--- config.mk ---
export PLATFORM = sky130hd
export DESIGN_NAME = dsm_decim
export DESIGN_NICKNAME = d
export VERILOG_FILES = /design/src/rtl/dsm_pkg.sv /design/src/rtl/dsm_sync_quant.sv /design/src/rtl/dsm_win_ctr.sv /design/src/rtl/dsm_int_dump.sv /design/src/rtl/dsm_ref_div.sv /design/src/rtl/dsm_decim.sv
export SDC_FILE = /design/constraint.sdc
export NUM_CORES = 1
export LEC_CHECK = 0
export BUFFER_PORTS_ARGS = -buffer_cell sky130_fd_sc_hd__buf_2
export CAP_MARGIN = 20
export CORE_ASPECT_RATIO = 0.9
export CORE_MARGIN = 2
export CORE_UTILIZATION = 38
export DETAILED_ROUTE_END_ITERATION = 10
export HOLD_SLACK_MARGIN = 0.15
export PLACE_DENSITY = 0.66
export SLEW_MARGIN = 20
export SYNTH_ARGS = -nofsm -noshare
export SYNTH_HDL_FRONTEND = slang
export SYNTH_SLANG_ARGS = --single-unit
--- constraint.sdc ---
create_clock -name clk_i -period 2.2 [get_ports clk_i]
set_clock_uncertainty 0.15 [all_clocks]
set_input_delay 0.33 -clock clk_i [delete_from_list [all_inputs] [get_ports clk_i]]
set_output_delay 0.33 -clock clk_i [all_outputs]
set_load 0.01 [all_outputs]
--- src/rtl/dsm_pkg.sv ---
package dsm_pkg;

  typedef enum logic {
    REF_LO = 1'b0,
    REF_HI = 1'b1
  } ref_lvl_e;

  function automatic ref_lvl_e ref_flip(ref_lvl_e lvl);
    return (lvl == REF_LO) ? REF_HI : REF_LO;
  endfunction

endpackage

--- src/rtl/dsm_sync_quant.sv ---
module dsm_sync_quant (
  input  logic clk_i,
  input  logic rst_ni,
  input  logic cmp_i,
  output logic fb_o
);

  logic meta_q;
  logic sync_q;
  logic fb_q;

  always_ff @(posedge clk_i or negedge rst_ni) begin
    if (!rst_ni) begin
      meta_q <= 1'b0;
      sync_q <= 1'b0;
      fb_q   <= 1'b0;
    end else begin
      meta_q <= cmp_i;
      sync_q <= meta_q;
      fb_q   <= sync_q;  // quantiser: drives RC and the counter
    end
  end

  assign fb_o = fb_q;

endmodule

--- src/rtl/dsm_win_ctr.sv ---
module dsm_win_ctr #(
  parameter int RES_W = 10
) (
  input  logic clk_i,
  input  logic rst_ni,
  output logic last_o
);

  logic [RES_W-1:0] pos_q;

  always_ff @(posedge clk_i or negedge rst_ni) begin
    if (!rst_ni) pos_q <= '0;
    else         pos_q <= pos_q + 1'b1;
  end

  assign last_o = &pos_q;

endmodule

--- src/rtl/dsm_int_dump.sv ---
module dsm_int_dump #(
  parameter int RES_W = 10
) (
  input  logic             clk_i,
  input  logic             rst_ni,
  input  logic             sample_i,
  input  logic             last_i,
  output logic [RES_W-1:0] code_o
);

  localparam logic [RES_W-1:0] CODE_MAX = '1;

  logic [RES_W-1:0] acc_q;
  logic [RES_W-1:0] code_q;
  logic [RES_W:0]   sum;
  logic [RES_W-1:0] sum_sat;

  assign sum     = {1'b0, acc_q} + {{RES_W{1'b0}}, sample_i};
  assign sum_sat = sum[RES_W] ? CODE_MAX : sum[RES_W-1:0];

  always_ff @(posedge clk_i or negedge rst_ni) begin
    if (!rst_ni) begin
      acc_q  <= '0;
      code_q <= '0;
    end else if (last_i) begin
      code_q <= sum_sat;  // closing sample belongs to this window
      acc_q  <= '0;
    end else begin
      acc_q  <= sum_sat;
    end
  end

  assign code_o = code_q;

endmodule

--- src/rtl/dsm_ref_div.sv ---
module dsm_ref_div
  import dsm_pkg::*;
#(
  parameter int REF_DIV = 4
) (
  input  logic clk_i,
  input  logic rst_ni,
  output logic ref_o
);

  localparam int CW = (REF_DIV > 1) ? $clog2(REF_DIV) : 1;
  localparam logic [CW-1:0] TERM = CW'(REF_DIV - 1);

  logic [CW-1:0] cnt_q;
  ref_lvl_e      lvl_q;

  always_ff @(posedge clk_i or negedge rst_ni) begin
    if (!rst_ni) begin
      cnt_q <= '0;
      lvl_q <= REF_LO;
    end else if (cnt_q == TERM) begin
      cnt_q <= '0;
      lvl_q <= ref_flip(lvl_q);
    end else begin
      cnt_q <= cnt_q + 1'b1;
    end
  end

  assign ref_o = (lvl_q == REF_HI);

endmodule

--- src/rtl/dsm_decim.sv ---
module dsm_decim #(
  parameter int NUM_CH  = 8,
  parameter int RES_W   = 10,
  parameter int REF_DIV = 4
) (
  input  logic                    clk_i,
  input  logic                    rst_ni,
  input  logic [NUM_CH-1:0]       cmp_i,
  output logic [NUM_CH-1:0]       fb_o,
  output logic                    ref_o,
  output logic [NUM_CH*RES_W-1:0] data_o,
  output logic                    valid_o
);

  logic win_last;
  logic valid_q;

  dsm_win_ctr #(.RES_W(RES_W)) u_win (
    .clk_i  (clk_i),
    .rst_ni (rst_ni),
    .last_o (win_last)
  );

  for (genvar c = 0; c < NUM_CH; c++) begin : g_ch
    logic fb;

    dsm_sync_quant u_quant (
      .clk_i  (clk_i),
      .rst_ni (rst_ni),
      .cmp_i  (cmp_i[c]),
      .fb_o   (fb)
    );

    dsm_int_dump #(.RES_W(RES_W)) u_acc (
      .clk_i    (clk_i),
      .rst_ni   (rst_ni),
      .sample_i (fb),
      .last_i   (win_last),
      .code_o   (data_o[c*RES_W +: RES_W])
    );

    assign fb_o[c] = fb;
  end

  dsm_ref_div #(.REF_DIV(REF_DIV)) u_ref (
    .clk_i  (clk_i),
    .rst_ni (rst_ni),
    .ref_o  (ref_o)
  );

  always_ff @(posedge clk_i or negedge rst_ni) begin
    if (!rst_ni) valid_q <= 1'b0;
    else         valid_q <= win_last;
  end

  assign valid_o = valid_q;

endmodule

Word level (Yosys, flattened, before mapping)
Index checks and enable logic that the tools add are counted.

word-level totals
  bits in registers = 198
  output and inout bits = 90
  logic and storage cells = 74
  input bits = 10

cells by class
  multiplexer cells = 18
  reduce and logical (&&, ||, !) cells = 1
  add/subtract/negate cells = 10
  eq/ne operators = 1

operator list
  operator                                                         count
  10-bit two-way mux                                               16
  10-bit by 1-bit adder with 11-bit output                         8
  10-bit by 1-bit adder with 10-bit output, second input constant  1
  10-bit AND reduction                                             1
  2-bit by 1-bit adder with 2-bit output, second input constant    1
  2-bit equality test, second input constant                       1
  2-bit two-way mux                                                1
  1-bit two-way mux                                                1

Depth between registers and ports, before layout
  depth in word-level cells = 3
  mapped depth = 7
  depth with buffers taken out = 6

Modules after synthesis
Synthesis repeated with hierarchy kept, for this count alone.

unflattened totals
  cells, all modules = 802
  area, all modules = 8,962.3 um^2

modules (own cells, without submodules)
  module          cells an instance  seq. area each (um^2)  instances  area an instance (um^2)
  dsm_int_dump    91                 500.5                  8          968.4
  dsm_sync_quant  3                  75.1                   8          75.1
  dsm_win_ctr     35                 250.2                  1          429.2
  dsm_ref_div     6                  75.1                   1          100.1
  dsm_decim       9                  25.0                   1          85.1

Worst setup path after synthesis
OpenSTA, ideal clock, no wires.

  path type = flip-flop to flip-flop
  start point = reg g_ch[0].u_quant.fb_q
  end point = reg g_ch[0].u_acc.code_q[8]
  period minus slack after synthesis = 1.870 ns
  stages on the path, launching flop included = 7
  setup time = 0.129 ns
  data arrival time = 1.591 ns
  data required time = 1.921 ns
  slack = 0.330 ns
  buffers on the path = 0
  cell sequence = dfrtp_1 ha_1 ha_1 nand3_1 or4b_1 o21ai_1 o21ai_1

between the ends
  longest elaborated chain between the ends = 2

RTL lines
  item                                      RTL line              text
  start, declared                           dsm_sync_quant.sv:10  logic fb_q;
  start signal, assigned                    dsm_sync_quant.sv:20  fb_q <= sync_q;
  10-bit by 1-bit adder with 11-bit output  dsm_int_dump.sv:18    assign sum = {1'b0, acc_q} + {{RES_W{1'b0}}, sample_i};
  10-bit two-way mux                        dsm_int_dump.sv:19    assign sum_sat = sum[RES_W] ? CODE_MAX : sum[RES_W-1:0];
  end signal, assigned                      dsm_int_dump.sv:26    code_q <= sum_sat;
  end, declared                             dsm_int_dump.sv:14    logic [RES_W-1:0] code_q;

No other way between the ends.
A chain may end at the register's enable or synchronous reset.

Worst setup path in the final report
  start point = reg g_ch[6].u_quant.fb_q
  end point = reg g_ch[6].u_acc.code_q[2]

between the ends
  longest elaborated chain between the ends = 2

RTL lines
  item                                      RTL line
  start, declared                           dsm_sync_quant.sv:10
  start signal, assigned                    dsm_sync_quant.sv:20
  10-bit by 1-bit adder with 11-bit output  dsm_int_dump.sv:18
  10-bit two-way mux                        dsm_int_dump.sv:19
  end signal, assigned                      dsm_int_dump.sv:26
  end, declared                             dsm_int_dump.sv:14

No other way between the ends.

==> out/qor.csv <==
metric,value,unit
largest net degree at the start of global routing,67,
design area,9780,µm²
Synth top area share,0.600,
Final Slew Violations,0,
num ports,100,
Synth Area in XOR/XNOR,0.0286,
Area Growth Syn to Fin,18.4,%
initial antenna violation count,0,
layout cells sized above 1,0.181,
Area contributors post-synth,"dfrtp_1 60%, nor2_1 5.8%, nand2_1 5.0%",
peak supply drop,0.503,mV
Leak,4.67,nW
GRT overflow,0,
Final Hold Violating Endpoints,0,
drt initial violations,290,
Post-synth EDFFs,0,
Synth warnings,0,
power per cell area,965,nW/µm²
Cell variety after synth,44,
outcome,completed,
most common cell in the netlist,dfrtp_1,
wire per inst,13.9,µm
clock sinks,198,
Critical Path Source,g_ch[6].u_quant.fb_o,
hold crit path type,reg -> reg,
RSZ-0062 raised after global routing,false,
Critical Path Sink,g_ch[6].u_acc.code_o[2],
syn_nets,815,
Least-Margin Pin Slew,0.496,ns
first-pass GRT wire length,28000,µm
synth cell count leaders,"198 x dfrtp_1, 127 x nor2_1, 109 x nand2_1",
placed inst area,9080,µm²
latest clock arrival within the worst-skew pair,0.43,ns
Post CTS Setup Buffer Count,0,
crit path DAT,2.21,ns
Synth Area in Adders,0.0273,
GPL Wtd Cong,0.854,
CTS tree,yes,
R2R depth,6,
DP Wirelength,11000,µm
vias in the first global route,5666,
H-tree depth,4,
CTS max path bufs,2,
number of max-cap violations,0,
CP Capture Type,register,
Syn Inst Count,787,
critical path class,reg -> reg,
CP Launch Type,register,
IO buf count,99,
antenna-violating nets left,0,
Initial Util,0.384,
Root Driver,clkbuf_16,
Die ar.,22900,µm²
Final setup viols,0,
Overall Global Routing Usage,0.152,
setup TNS,0,ns
FMAX,495,MHz
via count,5863,
CP Data Required Time,2.39,ns
Worst R2R Setup Slack,0.18,ns
die width,159,µm
clock slew at reported path FFs,0.08,ns
Avg Vias per Cell,4.91,
min Tclk post-route,2.02,ns
Syn Area/Cell,10.5,µm²
reg2reg start,g_ch[6].u_quant.fb_o,
"Seq/Total Area, Yosys",0.600,
fin nets,919,
Pwr Total,0.00944,W
"Top FF cell, synth",dfrtp_1,
Synth Cell Area,8260,µm²
final wirelength,16600,µm
DRT Pass-1 Iters,5,
CP max FO,6,
Tcrit/Tclk final,0.918,
diode count,0,
largest family of logic cells by synthesized area,simple AND/OR/NAND/NOR gates,
Compound-Gate Fraction of Synth Area,0.0832,
register bit total from synthesis,198,
Synth area leader,dfrtp_1,
async set-reset flop share out of synthesis,1.00,
RR Endpoint,g_ch[6].u_acc.code_o[2],
Max-Slew Margin vs Limit,0.665,
core area,21500,µm²
Simple-Gate Fraction of Synth Area,0.209,
row count,51,
post-synthesis mux area share,0.0182,
Die Ht,144,µm
total CTS buffers,17,
detailed-route DRC error count,0,
## area by class of cell
type                    instances  area (µm²)
fillers                      2041       11700
flip-flops and latches        198        4950
multi-input cells             543        3040
repair buffers                121         779
clock buffers                  19         443
well taps                     291         364
clock inverters                13         161
inverters                      10        37.5
## layout by cell type, fill, tap and decap left out, drive strengths merged, types with 8 or more instances in the layout
master,netlist,routed
nand4,20,20
nand2,109,109
nor2,127,127
inv,10,16
o21ai,86,86
clkbuf,12,20
dlygate4sd3,0,9
nor4,8,8
ha,18,18
xnor2,17,17
xor2,10,10
buf,24,111
and4,8,8
dfrtp,198,198
mux2i,15,15
nor3,30,30
nand3,40,40
## routing by layer
metal | global-route usage | vias to the layer above | part of all wire
li1 | - | 2902 | -
met1 | 0.209 | 2816 | 0.49
met2 | 0.244 | 138 | 0.46
met3 | 0.0404 | 7 | 0.042
met4 | 0.0321 | 0 | 0.0060
met5 | 0 | - | 0
## worst min-delay path by stage
stage / cells after the start / start / end / slack, ns
finish: 0 / g_ch[2].u_quant.meta_q / g_ch[2].u_quant.sync_q / 0.19
floorplan: 0 / rst_ni / g_ch[0].u_acc.acc_q[0] / -0.12
CTS: 0 / g_ch[2].u_quant.meta_q / g_ch[2].u_quant.sync_q / 0.20
global route: 0 / g_ch[2].u_quant.meta_q / g_ch[2].u_quant.sync_q / 0.21
global placement: 1 / rst_ni / valid_o / 0.18
detailed placement: 1 / rst_ni / g_ch[7].u_acc.code_o[4] / 0.18
## metrics by stage
step                setup slack [ns]  hold slack [ns]   util  instances
floorplan                      0.330           -0.116      -        787
global placement               0.225            0.181  0.422       1154
detailed placement             0.163            0.180  0.422       1154
CTS                            0.165            0.196  0.455       1195
global route                0.000303            0.205  0.455       1195
finish                         0.180            0.195  0.455       1195
## critical path: stages, from the launching register on
cell and delay [ns]:
dfrtp_1 0.36, ha_1 0.21, ha_1 0.26, nand3_1 0.23
nor3_2 0.42, nor2_1 0.12, o21ai_0 0.18
## logic make-up after synthesis
kind of cell,Yosys count
adder cells (fa/ha/maj),18
AO/OA/AOI/OAI,122
multiplexers,15
AND/OR/NAND/NOR,361
flip-flops,198
buffers and inverters,46
XOR/XNOR,27
## repair_timing
action | CTS | global route
hold endpoints to repair | 206 | 0
gates resized for setup | 0 | 1
endpoints found under the setup margin | 0 | 1
hold buffers | 9 | 0
## registers in the layout (all words and copies together) (netlist names)
name                 count
g_ch.u_acc.acc_q        80
g_ch.u_acc.code_o       80
g_ch.u_quant.fb_o        8
g_ch.u_quant.meta_q      8
g_ch.u_quant.sync_q      8
u_ref.cnt_q              2
u_ref.ref_o              1
u_win.pos_q             10
valid_o                  1
## power by group
group          switching [W]  internal (W)
clock                0.00142       0.00175
combinational       0.000917      0.000644
sequential          0.000559       0.00415
No activity file was read; power rests on OpenSTA's default activity.
